<file path="src/rtl/mfu_pkg.sv">
package mfu_pkg;

  typedef enum logic [1:0] {
    FS_ALL    = 2'd0,
    FS_LOADS  = 2'd1,
    FS_STORES = 2'd2,
    FS_REGION = 2'd3
  } fence_scope_e;

  typedef struct packed {
    logic is_store;
    logic in_rgn;
  } op_class_t;

  localparam int CLS_LD  = 0;
  localparam int CLS_ST  = 1;
  localparam int CLS_RG  = 2;
  localparam int NUM_CLS = 3;

endpackage

</file>
<file path="src/rtl/mfu_slot_table.sv">
module mfu_slot_table
  import mfu_pkg::*;
#(
  parameter int MAX_OUT = 8,
  localparam int TAG_W  = (MAX_OUT > 1) ? $clog2(MAX_OUT) : 1
) (
  input  logic             clk,
  input  logic             rst_n,
  input  logic             alloc_en,
  input  op_class_t        alloc_cls,
  input  logic             free_en,
  input  logic [TAG_W-1:0] free_tag,
  output logic [TAG_W-1:0] alloc_tag,
  output logic             full,
  output op_class_t        free_cls
);

  logic [MAX_OUT-1:0] occ_q;
  op_class_t          cls_q [MAX_OUT];

  // lowest free slot: scan from the top so the smallest index wins
  always_comb begin
    logic found;
    found     = 1'b0;
    alloc_tag = '0;
    for (int i = MAX_OUT - 1; i >= 0; i--) begin
      if (!occ_q[i]) begin
        found     = 1'b1;
        alloc_tag = TAG_W'(i);
      end
    end
    full = !found;
  end

  always_comb begin
    free_cls = '0;
    for (int i = 0; i < MAX_OUT; i++) begin
      if (free_tag == TAG_W'(i)) free_cls = cls_q[i];
    end
  end

  for (genvar g = 0; g < MAX_OUT; g++) begin : g_slot
    always_ff @(posedge clk) begin
      if (!rst_n) begin
        occ_q[g] <= 1'b0;
        cls_q[g] <= '0;
      end else if (alloc_en && alloc_tag == TAG_W'(g)) begin
        occ_q[g] <= 1'b1;
        cls_q[g] <= alloc_cls;
      end else if (free_en && free_tag == TAG_W'(g)) begin
        occ_q[g] <= 1'b0;
      end
    end
  end

endmodule

</file>
<file path="src/rtl/mfu_class_counter.sv">
module mfu_class_counter #(
  parameter int MAX_OUT = 8,
  localparam int CW     = $clog2(MAX_OUT + 1)
) (
  input  logic clk,
  input  logic rst_n,
  input  logic inc,
  input  logic dec,
  output logic zero
);

  logic [CW-1:0] cnt_q;

  always_ff @(posedge clk) begin
    if (!rst_n)           cnt_q <= '0;
    else if (inc && !dec) cnt_q <= cnt_q + CW'(1);
    else if (dec && !inc) cnt_q <= cnt_q - CW'(1);
  end

  assign zero = (cnt_q == '0);

endmodule

</file>
<file path="src/rtl/mfu_fence_ctrl.sv">
module mfu_fence_ctrl
  import mfu_pkg::*;
(
  input  logic               clk,
  input  logic               rst_n,
  input  logic               fence_acc,
  input  logic [1:0]         fence_scope,
  input  logic [NUM_CLS-1:0] cls_zero,
  input  logic               op_store,
  input  logic               op_in_rgn,
  output logic               pending,
  output logic               done,
  output logic               op_stall
);

  fence_scope_e scope_q;
  logic         pend_q;
  logic         covered;
  logic         drained;

  always_comb begin
    unique case (scope_q)
      FS_ALL:    begin covered = 1'b1;      drained = cls_zero[CLS_LD] && cls_zero[CLS_ST]; end
      FS_LOADS:  begin covered = !op_store; drained = cls_zero[CLS_LD]; end
      FS_STORES: begin covered = op_store;  drained = cls_zero[CLS_ST]; end
      default:   begin covered = op_in_rgn; drained = cls_zero[CLS_RG]; end
    endcase
  end

  assign pending  = pend_q;
  assign done     = pend_q && drained;
  assign op_stall = pend_q && covered;

  always_ff @(posedge clk) begin
    if (!rst_n) begin
      pend_q  <= 1'b0;
      scope_q <= FS_ALL;
    end else if (done) begin
      pend_q  <= 1'b0;
    end else if (fence_acc) begin
      pend_q  <= 1'b1;
      scope_q <= fence_scope_e'(fence_scope);
    end
  end

endmodule

</file>
<file path="src/rtl/mem_fence_unit.sv">
module mem_fence_unit
  import mfu_pkg::*;
#(
  parameter int ADDR_W  = 16,
  parameter int MAX_OUT = 8,
  localparam int TAG_W  = (MAX_OUT > 1) ? $clog2(MAX_OUT) : 1
) (
  input  logic              clk,
  input  logic              rst_n,
  input  logic [ADDR_W-1:0] region_base,
  input  logic [ADDR_W-1:0] region_limit,
  input  logic              req_valid,
  output logic              req_ready,
  input  logic              req_fence,
  input  logic [1:0]        req_scope,
  input  logic              req_store,
  input  logic [ADDR_W-1:0] req_addr,
  output logic              mem_valid,
  input  logic              mem_ready,
  output logic              mem_is_store,
  output logic [ADDR_W-1:0] mem_addr,
  output logic [TAG_W-1:0]  mem_tag,
  input  logic              cpl_valid,
  input  logic [TAG_W-1:0]  cpl_tag,
  output logic              fence_done
);

  logic               in_rgn;
  logic               full;
  logic               fpend;
  logic               op_stall;
  logic               issue_ok;
  logic               op_acc;
  logic               fence_acc;
  logic [TAG_W-1:0]   alloc_tag;
  op_class_t          new_cls;
  op_class_t          done_cls;
  logic [NUM_CLS-1:0] cls_inc;
  logic [NUM_CLS-1:0] cls_dec;
  logic [NUM_CLS-1:0] cls_zero;

  assign in_rgn   = (req_addr >= region_base) && (req_addr <= region_limit);
  assign issue_ok = !full && !op_stall;

  assign mem_valid    = req_valid && !req_fence && issue_ok;
  assign req_ready    = req_fence ? !fpend : (mem_ready && issue_ok);
  assign mem_is_store = req_store;
  assign mem_addr     = req_addr;
  assign mem_tag      = alloc_tag;

  assign op_acc    = mem_valid && mem_ready;
  assign fence_acc = req_valid && req_fence && !fpend;

  assign new_cls.is_store = req_store;
  assign new_cls.in_rgn   = in_rgn;

  assign cls_inc[CLS_LD] = op_acc && !req_store;
  assign cls_inc[CLS_ST] = op_acc && req_store;
  assign cls_inc[CLS_RG] = op_acc && in_rgn;
  assign cls_dec[CLS_LD] = cpl_valid && !done_cls.is_store;
  assign cls_dec[CLS_ST] = cpl_valid && done_cls.is_store;
  assign cls_dec[CLS_RG] = cpl_valid && done_cls.in_rgn;

  mfu_slot_table #(.MAX_OUT(MAX_OUT)) u_slots (
    .clk       (clk),
    .rst_n     (rst_n),
    .alloc_en  (op_acc),
    .alloc_cls (new_cls),
    .free_en   (cpl_valid),
    .free_tag  (cpl_tag),
    .alloc_tag (alloc_tag),
    .full      (full),
    .free_cls  (done_cls)
  );

  for (genvar c = 0; c < NUM_CLS; c++) begin : g_cls
    mfu_class_counter #(.MAX_OUT(MAX_OUT)) u_cnt (
      .clk   (clk),
      .rst_n (rst_n),
      .inc   (cls_inc[c]),
      .dec   (cls_dec[c]),
      .zero  (cls_zero[c])
    );
  end

  mfu_fence_ctrl u_fence (
    .clk         (clk),
    .rst_n       (rst_n),
    .fence_acc   (fence_acc),
    .fence_scope (req_scope),
    .cls_zero    (cls_zero),
    .op_store    (req_store),
    .op_in_rgn   (in_rgn),
    .pending     (fpend),
    .done        (fence_done),
    .op_stall    (op_stall)
  );

endmodule

</file>
<file path="config.mk">
export PLATFORM = sky130hd
export DESIGN_NAME = mem_fence_unit
export DESIGN_NICKNAME = d
export VERILOG_FILES = /design/src/rtl/mfu_pkg.sv /design/src/rtl/mfu_slot_table.sv /design/src/rtl/mfu_class_counter.sv /design/src/rtl/mfu_fence_ctrl.sv /design/src/rtl/mem_fence_unit.sv
export SDC_FILE = /design/constraint.sdc
export NUM_CORES = 1
export LEC_CHECK = 0
export BUFFER_PORTS_ARGS = -buffer_cell sky130_fd_sc_hd__buf_2
export CAP_MARGIN = 20
export CORE_MARGIN = 5
export CORE_UTILIZATION = 50
export CTS_BUF_LIST = sky130_fd_sc_hd__clkbuf_8 sky130_fd_sc_hd__clkbuf_16
export CTS_CLUSTER_SIZE = 20
export DETAILED_ROUTE_END_ITERATION = 10
export PLACE_DENSITY = 0.83
export SLEW_MARGIN = 20
export SYNTH_ARGS = -nofsm -noshare
export SYNTH_HDL_FRONTEND = slang
export SYNTH_SLANG_ARGS = --single-unit
</file>
<file path="constraint.sdc">
create_clock -name clk -period 5.45 [get_ports clk]
set_input_delay 1.09 -clock clk [delete_from_list [all_inputs] [get_ports clk]]
set_output_delay 1.09 -clock clk [all_outputs]
set_load 0.02 [all_outputs]
</file>
==> impl_metrics.ini, run 1 <==
[status]
status = finished, final reports clean

[cells_and_area]
utilization_pct = 57.5
area_growth_pct = 13.9
finalNetCount = 523
fin_cells = 497
layout-drive-gt1-share_pct = 23.1
antenna_cells = 0

[logic_synthesis]
yosysWarnings = 0
synth_most_common_cell = ha_1
syn_nets = 460
synth.distinct_cells = 48
synthArstFlopShare_pct = 0
syn_inst = 356
ys.flop_type = dfxtp_1
syn_avg_cell_area_um2 = 8.85
syn_area_um2 = 3150
synth_common_cells = 41 x ha_1, 38 x inv_1, 29 x nand2_1
yosys.area.top_type = ha_1
synth.top_cells.by_area = ha_1 16%, edfxtp_1 15%, dfxtp_1 15%
netlist.area_leader.share_pct = 16.3
ys_seq_area_share_pct = 29.9
synth-seq-cells = 39
synth_edf_count = 16

[clock_network]
cts.sinks = 39
cts.path.max_buffers = 2
cts-root-buf = clkbuf_8
postCtsHoldBufs = 0
ctsResizeCount = 0
clk_latency_ns = 0.30
cts_tree = done
post_cts.repair.setup_buffers = 0
cts_htree_levels = 2
cts_buffers = 5
clkTransAtPathRegs_ns = 0.08

[setup_path]
crit_family = compound AO/OA/AOI/OAI gates
critPathLaunchType = input port
ff2ff_path_depth = 11
critPathMaxStageDelay_ns = 0.51
crit_arrival_ns = 3.44
endpoint_kind = output port
cpMaxStageDelayCell = and4b_1
crit_path_max_fanout = 17
worst-setup-path-type = in2out
crit_chain = buf_2 -> inv_1 -> ha_1 -> a21oi_1 -> o21ai_1 -> a221oi_1 -> or2_1 -> and4b_1 -> buf_4 -> o22ai_1 -> buf_2
cp_num_cells = 11
crit_required_ns = 4.36
path_buf_inv = 4
crit_top_cell = buf_2

[grt]
grt_pass1_wl_um = 12300
antenna_found_initial = 0
first_global_vias = 2746
grt_overflow = 0
grt_max_degree = 35
grt_use_total_pct = 19.5

[floorplan]
die-area_um2 = 7990
start_util_pct = 50.5
die_h_um = 89.4
io_pins = 83
coreArea_um2 = 6240
die_w_um = 89.4
placementRows = 29

[detailed_routing]
ant_nets = 0
drc_errors = 0
postRouteWirelength_um = 7280
wl_per_cell_um = 14.6
drt_iter0_markers = 167
first_pass_iters = 5
vias = 2856
viasPerCell = 5.75

[power]
leakage_nw = 1.64
p_clk_share_pct = 30.6
ir_drop_mv = 0.147
internal_power_w = 0.000561
power_density_nw_per_um2 = 225
pwr-share-seq_pct = 42.4
switching_power_w = 0.000245
total_power_w = 0.000807
share_comb_of_total_power_pct = 27.1
swShare_pct = 30.4

[placed_design]
dpl.hpwl_um = 5890
gp_congestion = 0.894
numPortBuffers = 82
dp.cells = 489

[job]
maxCapViolCount = 0

[timing]
slew_headroom_pct = 44.0
slew_viol_final = 0
hold_viol_final = 0
setup_violations = 0
finalCritPeriodShare_pct = 83.2
rsz0062_at_grt = no
finalSetupTns_ns = 0
worst_slew_pin_slew_ns = 0.836
holdWs_ns = 0.505
period_minus_slack_ns = 4.53
fin_skew_ns = 0.00461
fmax_mhz = 221

[worst_hold_path]
hold_path_class = reg2reg
hold_depth = 2
==> path summary, 6_finish.rpt <==
check,startpoint,to,slack [ns]
worst max-delay path,region_limit[11],req_ready,0.92
worst min-delay path,g_cls[2].u_cnt.cnt_q[3]$_SDFFE_PN0P_,g_cls[2].u_cnt.cnt_q[3]$_SDFFE_PN0P_,0.50
worst max register to register,u_fence.pending$_SDFFE_PP0P_,g_cls[1].u_cnt.cnt_q[3]$_SDFFE_PN0P_,2.52
worst min register to register,g_cls[2].u_cnt.cnt_q[3]$_SDFFE_PN0P_,g_cls[2].u_cnt.cnt_q[3]$_SDFFE_PN0P_,0.50
==> per-layer routing <==
layer  track usage [%]  vias up  share of wire (%)
met1              24.4     1309                 40
met3              3.87       11                9.6
li1                  -     1404                  -
met4              5.55        0                1.3
met5                 0        -                  0
met2              34.1      132                 49
==> cells by family (layout without fill, tap and decap cells) <==
group	count (synthesis)	after routing	synth area share [%]
compound gates	78	78	15.9
fa+ha+maj	44	44	18.2
flops	39	39	29.9
buf+inv	66	130	10.6
xor+xnor	9	9	2.50
mux	10	10	3.97
simple gates	110	110	19.0
==> sequential cells by signal (all words and copies together) (netlist names) <==
| name | flops |
|---|---|
| g_cls.u_cnt.cnt_q | 12 |
| u_slots.occ_q | 8 |
| u_fence.scope_q | 2 |
| u_fence.pending | 1 |
| u_slots.cls_q | 16 |
==> cell type report <==
class	count	area, um2
clock buffers	5	68.8
clock inverters	3	43.8
fillers	561	2650
inverters	39	146
multi-input cells	251	1880
flip-flops and latches	39	941
well taps	77	96.3
repair buffers	83	418
==> worst reg2reg max path, delay by kind of cell, from the launching register on <==
kind | cells | cell delay (ns)
AND/OR/NAND/NOR | 4 | 1.20
XOR/XNOR | 1 | 0.09
buffers and inverters | 1 | 0.11
flip-flops | 1 | 0.45
adder cells (fa/ha/maj) | 2 | 0.49
AO/OA/AOI/OAI | 3 | 0.52
==> power groups by stage <==
| stage | Combinational (W) | Clock (W) | Sequential [W] |
|---|---|---|---|
| finish | 0.000218 | 0.000247 | 0.000342 |
| global route | 0.000247 | 0.000265 | 0.000345 |
| global placement | 0.000208 | 0 | 0.000347 |
| detailed placement | 0.000217 | 0 | 0.000348 |
| floorplan | 0.000160 | 0 | 0.000343 |
| CTS | 0.000219 | 0.000250 | 0.000342 |
==> metrics by stage <==
step / cell area (um2) / setup WS [ns]
after floorplan: 3150 / 1.40
after global placement: 3480 / 1.07
after detailed placement: 3480 / 0.925
after CTS: 3590 / 0.968
after global routing: 3590 / 0.727
final: 3590 / 0.916
==> cells in the final DEF, fill, tap and decap left out, drive strengths merged, types with 3 or more instances in the layout <==
| cell | n |
|---|---|
| nor4b | 3 |
| fa | 3 |
| nand2 | 29 |
| and2 | 7 |
| mux2i | 8 |
| a21o | 3 |
| o211ai | 6 |
| edfxtp | 16 |
| buf | 83 |
| nor3 | 14 |
| or3 | 3 |
| nor4 | 4 |
| dfxtp | 23 |
| clkinv | 3 |
| nor2b | 7 |
| ha | 41 |
| a31oi | 3 |
| o311ai | 4 |
| xnor2 | 9 |
| nor2 | 10 |
| o31ai | 16 |
| a21boi | 4 |
| nand3 | 9 |
| a21oi | 20 |
| clkbuf | 5 |
| nand4 | 9 |
| inv | 38 |
| o21ai | 16 |
| nor3b | 5 |
Power figures use the tool's default switching activity.
==> run 2: changes to the inputs <==
Clock period 5.45 ns to 4.6 ns, I/O delays scaled along.
==> impl_metrics.ini, run 2 (synthesis results as in run 1) <==
[worst_hold_path]
hold_path_class = reg2reg

[cells_and_area]
finalNetCount = 523
nFillCells = 546
area_growth_pct = 12.9
antenna_cells = 0
largest_reg_flops = 16
layout-drive-gt1-share_pct = 22.6
final_area_um2 = 3560
largest_register = u_slots.cls_q
layout_commonest_cell = buf_2
layout_common_cells = 82 x buf_2, 41 x ha_1, 40 x inv_1
top_regs = u_slots.cls_q (16), g_cls.u_cnt.cnt_q (12), u_slots.occ_q (8)

[floorplan]
die_w_um = 89.4
coreArea_um2 = 6240
io_pins = 83
die_h_um = 89.4
placementRows = 29
start_util_pct = 50.5
die-area_um2 = 7990

[placed_design]
numPortBuffers = 82
dpl.hpwl_um = 5820
gp_congestion = 0.846
dpl_cell_area_um2 = 3480

[clock_network]
cts.path.max_buffers = 2
post_cts.repair.setup_buffers = 0
clkTransAtPathRegs_ns = 0.07
cts_buffers = 5
cts_htree_levels = 2
ctsResizeCount = 0
clk_latency_ns = 0.29
cts.sinks = 39
cts-root-buf = clkbuf_8
cts_tree = done
postCtsHoldBufs = 0

[grt]
grt_overflow = 0
grt_use_total_pct = 19.4
antenna_found_initial = 0
first_global_vias = 2794
grt_pass1_wl_um = 12400
grt_max_degree = 35

[setup_path]
crit_family = simple AND/OR/NAND/NOR gates
critPathMaxStageDelay_ns = 0.35
crit_required_ns = 3.68
cpMaxStageDelayCell = nor4bb_1
crit_top_cell = buf_2
worst-setup-path-type = in2out
endpoint_kind = output port
crit_arrival_ns = 3.06
path_buf_inv = 4
critPathLaunchType = input port
crit_chain = buf_2 -> inv_1 -> ha_1 -> a21oi_1 -> nor2_1 -> a211oi_1 -> o211ai_1 -> and4b_1 -> buf_4 -> nor4bb_1 -> buf_2
crit_path_max_fanout = 26

[detailed_routing]
wl_met1_um = 3020
dr_wl_met2_um = 3550
drt_iter0_markers = 159
first_pass_iters = 4
met3_length_um = 620
highest-signal-layer = met4
vias = 2855
drc_errors = 0
ant_nets = 0
wl_per_cell_um = 14.8
viasPerCell = 5.74
postRouteWirelength_um = 7360

[timing]
setup_violations = 0
slew_viol_final = 0
holdWs_ns = 0.510
rsz0062_at_grt = no
finalSetupTns_ns = 0
worst_slew_pin_slew_ns = 0.771
hold_viol_final = 0
period_minus_slack_ns = 3.98
finalCritPeriodShare_pct = 86.5
fin_skew_ns = 0.00444
slew_headroom_pct = 48.4
fmax_mhz = 251

[power]
total_power_w = 0.000884
leakage_nw = 1.63
power_density_nw_per_um2 = 248
ir_drop_mv = 0.143

[job]
maxCapViolCount = 0

[status]
status = finished, final reports clean
run 2: cell count changes in the layout (fill, tap and decap cells not counted), sizes merged:
cell    delta
clkinv     -1
bufinv     -1
inv        +2
run 2: where the power goes:
part           switching, W  internal (W)  total (W)
registers         0.0000225      0.000383   0.000405
clock network      0.000116      0.000102   0.000218
logic              0.000139      0.000121   0.000260
total              0.000278      0.000606   0.000884
run 2: worst paths after layout:
path                                              from                                    to  slack [ns]  depth (start not counted)
setup / recovery                        region_base[9]                             mem_valid        0.62                         11
hold / removal    g_cls[1].u_cnt.cnt_q[3]$_SDFFE_PN0P_  g_cls[1].u_cnt.cnt_q[3]$_SDFFE_PN0P_        0.51                          2
setup reg to reg         u_slots.occ_q[1]$_SDFFE_PN0P_  g_cls[1].u_cnt.cnt_q[3]$_SDFFE_PN0P_        1.83                         13
hold reg to reg   g_cls[1].u_cnt.cnt_q[3]$_SDFFE_PN0P_  g_cls[1].u_cnt.cnt_q[3]$_SDFFE_PN0P_        0.51                          2
run 2: area by class of cell:
| type | count | area [um2] | area share (%) |
|---|---|---|---|
| clock buffer | 5 | 68.8 | 1.93 |
| clock inverter | 3 | 12.5 | 0.352 |
| inverter | 39 | 146 | 4.11 |
| multi-input combinational | 251 | 1880 | 52.7 |
| sequential | 39 | 941 | 26.4 |
| tap | 77 | 96.3 | 2.71 |
| timing repair buffer | 83 | 418 | 11.7 |
run 2: metal layers:
| layer | up-vias | track usage, % |
|---|---|---|
| met3 | 15 | 2.67 |
| met2 | 136 | 34.0 |
| met5 | - | 0 |
| met1 | 1308 | 24.6 |
| met4 | 0 | 6.09 |
| li1 | 1396 | - |
run 2: through the flow:
step / utilization (%) / cells / setup slack [ns]
global route: 57.0 / 497 / 0.418
detailed placement: 55.7 / 489 / 0.457
finish: 57.0 / 497 / 0.621
floorplan: - / 356 / 0.760
CTS: 57.0 / 497 / 0.639
global placement: 55.7 / 489 / 0.578
run 2: tightest hold or removal path: cells and delay by family, from the launching register on:
family         cells  cell delay [ns]
AO/OA/AOI/OAI      2             0.14
flip-flops         1             0.32
